--- src/rtl/flag_poll_pkg.sv ---
package flag_poll_pkg;

  typedef enum logic [2:0] {
    ST_IDLE, ST_SR, ST_FLAG, ST_CLR, ST_WRDIS, ST_DONE
  } st_t;

  typedef enum logic [1:0] {
    RES_BUSY  = 2'd0,
    RES_READY = 2'd1,
    RES_ERROR = 2'd2
  } res_t;

  localparam logic [7:0] OP_RDSR    = 8'h05;
  localparam logic [7:0] OP_RDFLAG  = 8'h70;
  localparam logic [7:0] OP_CLRFLAG = 8'h50;
  localparam logic [7:0] OP_WRDIS   = 8'h04;

  localparam int BIT_RDY   = 7;
  localparam int BIT_ERASE = 5;
  localparam int BIT_PROG  = 4;
  localparam int BIT_PROT  = 1;
  localparam int BIT_WIP   = 0;

  typedef struct packed {
    logic erase;
    logic prog;
    logic prot;
  } flags_t;

  // A program or erase failure is present in the flag byte.
  function automatic logic flag_fail(input logic [7:0] f);
    return f[BIT_ERASE] | f[BIT_PROG];
  endfunction

  // Non-error outcome: the flag byte only counts when the engine supports it.
  function automatic res_t settle(input logic sr_idle, input logic [7:0] f,
                                  input logic unsup);
    if (unsup) return sr_idle ? RES_READY : RES_BUSY;
    return (sr_idle && f[BIT_RDY]) ? RES_READY : RES_BUSY;
  endfunction

endpackage

--- src/rtl/flag_poll_cmd_enc.sv ---
module flag_poll_cmd_enc
  import flag_poll_pkg::*;
#(
  parameter int CNT_W      = 3,
  parameter int DUMMY_W    = 5,
  parameter int WIDE_DUMMY = 8
) (
  input  st_t                state,
  input  logic               wide,
  output logic               valid,
  output logic [7:0]         op,
  output logic [CNT_W-1:0]   addr_bytes,
  output logic [DUMMY_W-1:0] dummy,
  output logic [CNT_W-1:0]   data_bytes
);
  localparam logic [CNT_W-1:0]   ONE_B  = CNT_W'(1);
  localparam logic [CNT_W-1:0]   TWO_B  = CNT_W'(2);
  localparam logic [DUMMY_W-1:0] WIDE_D = DUMMY_W'(WIDE_DUMMY);

  always_comb begin
    valid      = 1'b0;
    op         = 8'h00;
    addr_bytes = '0;
    dummy      = '0;
    data_bytes = '0;
    unique case (state)
      ST_SR: begin
        valid      = 1'b1;
        op         = OP_RDSR;
        data_bytes = ONE_B;
      end
      ST_FLAG: begin
        valid      = 1'b1;
        op         = OP_RDFLAG;
        dummy      = wide ? WIDE_D : '0;
        data_bytes = wide ? TWO_B : ONE_B;
      end
      ST_CLR: begin
        valid = 1'b1;
        op    = OP_CLRFLAG;
      end
      ST_WRDIS: begin
        valid = 1'b1;
        op    = OP_WRDIS;
      end
      default: ;
    endcase
  end
endmodule

--- src/rtl/flag_poll_decode.sv ---
module flag_poll_decode
  import flag_poll_pkg::*;
(
  input  logic       sr_idle,
  input  logic [7:0] flag_byte,
  input  logic       unsup,
  output logic       cleanup,
  output res_t       res,
  output flags_t     flags
);
  always_comb begin
    cleanup     = !unsup && flag_fail(flag_byte);
    res         = settle(sr_idle, flag_byte, unsup);
    flags.erase = flag_byte[BIT_ERASE];
    flags.prog  = flag_byte[BIT_PROG];
    flags.prot  = flag_byte[BIT_PROT];
  end
endmodule

--- src/rtl/flag_poll_seq.sv ---
module flag_poll_seq
  import flag_poll_pkg::*;
#(
  parameter int CNT_W      = 3,
  parameter int DUMMY_W    = 5,
  parameter int WIDE_DUMMY = 8,
  parameter int DATA_W     = 16
) (
  input  logic               clk,
  input  logic               rst_n,
  input  logic               poll_req,
  input  logic               wide_mode,
  output logic               cmd_valid,
  output logic [7:0]         cmd_op,
  output logic [CNT_W-1:0]   cmd_addr_bytes,
  output logic [DUMMY_W-1:0] cmd_dummy,
  output logic [CNT_W-1:0]   cmd_data_bytes,
  input  logic               rsp_valid,
  input  logic [DATA_W-1:0]  rsp_data,
  input  logic               rsp_unsup,
  output logic               done,
  output logic [1:0]         result,
  output logic               err_erase,
  output logic               err_prog,
  output logic               err_prot
);
  localparam int BYTE_W = 8;

  st_t    state;
  logic   wide_q;
  logic   sr_idle_q;
  res_t   res_q;
  flags_t flags_q;

  // Named events for the checker
  logic   accept_ev, sr_ev, flag_ev, clr_ev, wrdis_ev;
  logic   dec_cleanup;
  res_t   dec_res;
  flags_t dec_flags;

  // Second byte of a wide flag read is fetched but never decoded.
  logic   unused_hi;
  assign unused_hi = ^rsp_data[DATA_W-1:BYTE_W];

  assign accept_ev = (state == ST_IDLE)  && poll_req;
  assign sr_ev     = (state == ST_SR)    && rsp_valid;
  assign flag_ev   = (state == ST_FLAG)  && rsp_valid;
  assign clr_ev    = (state == ST_CLR)   && rsp_valid;
  assign wrdis_ev  = (state == ST_WRDIS) && rsp_valid;

  flag_poll_cmd_enc #(
    .CNT_W(CNT_W), .DUMMY_W(DUMMY_W), .WIDE_DUMMY(WIDE_DUMMY)
  ) u_enc (
    .state      (state),
    .wide       (wide_q),
    .valid      (cmd_valid),
    .op         (cmd_op),
    .addr_bytes (cmd_addr_bytes),
    .dummy      (cmd_dummy),
    .data_bytes (cmd_data_bytes)
  );

  flag_poll_decode u_dec (
    .sr_idle   (sr_idle_q),
    .flag_byte (rsp_data[BYTE_W-1:0]),
    .unsup     (rsp_unsup),
    .cleanup   (dec_cleanup),
    .res       (dec_res),
    .flags     (dec_flags)
  );

  always_ff @(posedge clk) begin
    if (!rst_n) begin
      state     <= ST_IDLE;
      wide_q    <= 1'b0;
      sr_idle_q <= 1'b0;
      res_q     <= RES_BUSY;
      flags_q   <= '0;
    end else begin
      unique case (state)
        ST_IDLE: if (accept_ev) begin
          wide_q <= wide_mode;
          state  <= ST_SR;
        end
        ST_SR: if (sr_ev) begin
          sr_idle_q <= ~rsp_data[BIT_WIP];
          state     <= ST_FLAG;
        end
        ST_FLAG: if (flag_ev) begin
          if (dec_cleanup) begin
            flags_q <= dec_flags;
            state   <= ST_CLR;
          end else begin
            res_q   <= dec_res;
            flags_q <= '0;
            state   <= ST_DONE;
          end
        end
        ST_CLR: if (clr_ev) state <= ST_WRDIS;
        ST_WRDIS: if (wrdis_ev) begin
          res_q <= RES_ERROR;
          state <= ST_DONE;
        end
        ST_DONE: state <= ST_IDLE;
        default: state <= ST_IDLE;
      endcase
    end
  end

  assign done      = (state == ST_DONE);
  assign result    = res_q;
  assign err_erase = flags_q.erase;
  assign err_prog  = flags_q.prog;
  assign err_prot  = flags_q.prot;

endmodule

--- config.mk ---
export PLATFORM = sky130hd
export DESIGN_NAME = flag_poll_seq
export DESIGN_NICKNAME = d
export VERILOG_FILES = /design/src/rtl/flag_poll_pkg.sv /design/src/rtl/flag_poll_cmd_enc.sv /design/src/rtl/flag_poll_decode.sv /design/src/rtl/flag_poll_seq.sv
export SDC_FILE = /design/constraint.sdc
export NUM_CORES = 1
export LEC_CHECK = 0
export BUFFER_PORTS_ARGS = -buffer_cell sky130_fd_sc_hd__buf_4
export CAP_MARGIN = 5
export CORE_MARGIN = 2
export CORE_UTILIZATION = 40
export CTS_CLUSTER_DIAMETER = 80
export DETAILED_ROUTE_END_ITERATION = 8
export PLACE_DENSITY = 0.88
export RECOVER_POWER = 25
export SLEW_MARGIN = 20
export SYNTH_ARGS = -nofsm -noshare
export SYNTH_HDL_FRONTEND = slang
export SYNTH_SLANG_ARGS = --single-unit
--- constraint.sdc ---
create_clock -name clk -period 1.7 [get_ports clk]
set_input_delay 0.34 -clock clk [delete_from_list [all_inputs] [get_ports clk]]
set_output_delay 0.34 -clock clk [all_outputs]
set_load 0.01 [all_outputs]
==> metrics <==
initial antenna violation count=0; Final setup viols=0; r2r endpoint=state[1]; Reg clk slew, reported paths=0.07 ns; layout cell share with drive strength beyond 1=34.6%; Seq/Total Area, Yosys=29.1%; clock root buffer=clkbuf_4; largest family of logic cells by synthesized area=simple AND/OR/NAND/NOR gates; Mapped Avg Cell Area=8.60 sq um; startpoint types=flop; post-route ant nets=0; CP Cell Sequence=buf_6 > or3b_4 > nand2b_4 > buf_4; num ports=48; WP buf/inv=2; beginning of the worst register-to-register path=state[1]; Max Transition Viols Final=0; Post-Syn Area=688 sq um; First DRT Iteration DRCs=4; Setup CP Type=flop to output port; DP Worst Slack=0.171 ns; first-pass GRT wire length=2250 um; switching power=294 uW; Die Wd=45.5 um; Max rail drop VDD=512 uV; Logic pwr share=45.0%; All-Layer GR Usage=15.3%; CTS sink count=10; Synth async-reset ratio=0%; Via Count=607; Placer Congestion=0.776; htree depth=1; commonest non-fill, non-tap cell in the layout=buf_4; Synth Area in Compound Gates=18.7%; R2R Setup Slk=0.33 ns; Synth Area in Adders=0%; Hold Path Sink=sr_idle_q; cell family with most CP delay=simple AND/OR/NAND/NOR gates; Crit Path Max Fanout=11; switching share of total power=35.2%; Syn. warnings=0; Seq cells post-synth=10; Layout Nets=128; # rows=14; Synth area leaders=dfxtp_1 29%, buf_4 16%, a21oi_1 5.1%; CTS tree=yes; number of synthesized flops with an enable pin=0; P&R area growth vs syn=26.4%; crit share post-route=97.3%; leading area contributor after synthesis=dfxtp_1; clock share of power=19.5%; post-synthesis mux area share=6.00%; non-filler cells, final=120; HPWL after DPL=1110 um; Worst EP required=1.36 ns; Synth top area share=29.1%; Max stage delay on crit path=0.39 ns; synthesized instance count=80; max_cap viols=0; Die ar.=2070 sq um; most frequent cells in the layout=22 x buf_4, 11 x conb_1, 8 x dfxtp_1; DR DRC count=0; Max clock buf depth=2; Setup Skew=0.00711 ns; setup ws final=0.0457 ns; TritonRoute pass-1 iters=4; Worst Setup End Kind=output port; CP max stage cell=or3b_4; core footprint=1560 sq um; XOR/XNOR share of the synthesized area=2.55%; final hold vios=0; Sum Neg Setup Slack=0 ns; Antenna Cells=0; Placed Cells=116; PD cells=960 nW/um^2; CTS buffer count=3; die height=45.5 um; largest net degree at the start of global routing=14; min Tclk post-route=1.65 ns; global route total overflow=0; hold_sp=rsp_data[0]; Initial Util=44.1%; Static Leak=0.000379 uW; Synth Flop Type=dfxtp_1; Final Routed Wirelength=1450 um; P_int=541 uW; Seq pwr share=35.5%; clock latency on the worst-skew pair=0.27 ns; RSZ-0062 raised after global routing=no; Hold WC Path Type=input pin to flop; status=completed; vias in the first global route=519; fmax=604 MHz; Synth Area in Simple Gates=24.2%; Wirelength per Cell=12.1 um; CP arrival=1.31 ns; Synth cell types=32; final core utilization=55.8%; Vias/cell=5.06; WHS Path Cells=2; reg2reg path depth=4; PortBufs=25; Min Hold Slack=0.273 ns
cell type report:
type	count	area [sq um]
clock buffer	3	22.5
fill	148	689
inverter	2	7.51
multi-input combinational	61	417
sequential	10	208
tap	16	20.0
timing repair buffer	28	195
cells by family after synthesis:
kind of cell,Yosys count
AND/OR/NAND/NOR,26
multiplexers,4
AO/OA/AOI/OAI,18
buffers and inverters,19
flip-flops,10
XOR/XNOR,2
other,1
power by group through the flow:
stage	sequential, uW	clock [uW]	combinational [uW]
2_1_floorplan	277	0	268
3_3_place_gp	293	0	347
3_5_place_dp	295	0	356
4_1_cts	294	169	364
5_1_grt	302	175	413
6_report	297	162	376
repair_timing:
item / CTS / global route
pin swaps: 0 / 1
setup endpoints to repair: 5 / 1
hold buffers: 0 / 0
buffers inserted: 0 / 1
resized for setup: 5 / 4
synth_stat cells, drive strengths merged (2+ instances only):
library cell and count:
and2 2, nand3b 2, nand3 3, dfxtp 10
xnor2 2, buf 17, mux2i 3, inv 2
a21oi 7, nor2b 2, o21ai 2, nor3b 2
nand2 4, nor2 6
flip-flops by register name (all words and copies together), names as in the netlist:
signal     cells
err_erase      1
wide_q         1
sr_idle_q      1
err_prog       1
result         2
state          3
err_prot       1
per-stage QoR:
step / power [uW] / area (sq um)
after detailed placement: 651 / 826
after global placement: 641 / 826
after floorplan: 546 / 726
after global routing: 890 / 870
final: 835 / 870
after CTS: 826 / 862
layer usage:
layer  GRT usage, %  vias up  part of all wire [%]
met3           7.14        2                   9.6
met4           5.29        0                  0.96
met2           24.8       28                    49
li1               -      308                     -
met1           17.6      269                    40
met5              0        -                     0
worst max-delay path by stage:
stage               cells after the start  startpoint  slack (ns)                 to
floorplan                               4    state[2]        0.04       cmd_dummy[3]
global placement                        3    state[0]        0.19          cmd_op[2]
detailed placement                      3    state[0]        0.17  cmd_data_bytes[1]
CTS                                     3    state[0]        0.01          cmd_op[2]
global route                            4    state[1]      0.0005          cmd_op[2]
finish                                  4    state[1]        0.05          cmd_op[2]
Note: power is estimated with default switching activity, not from simulation.
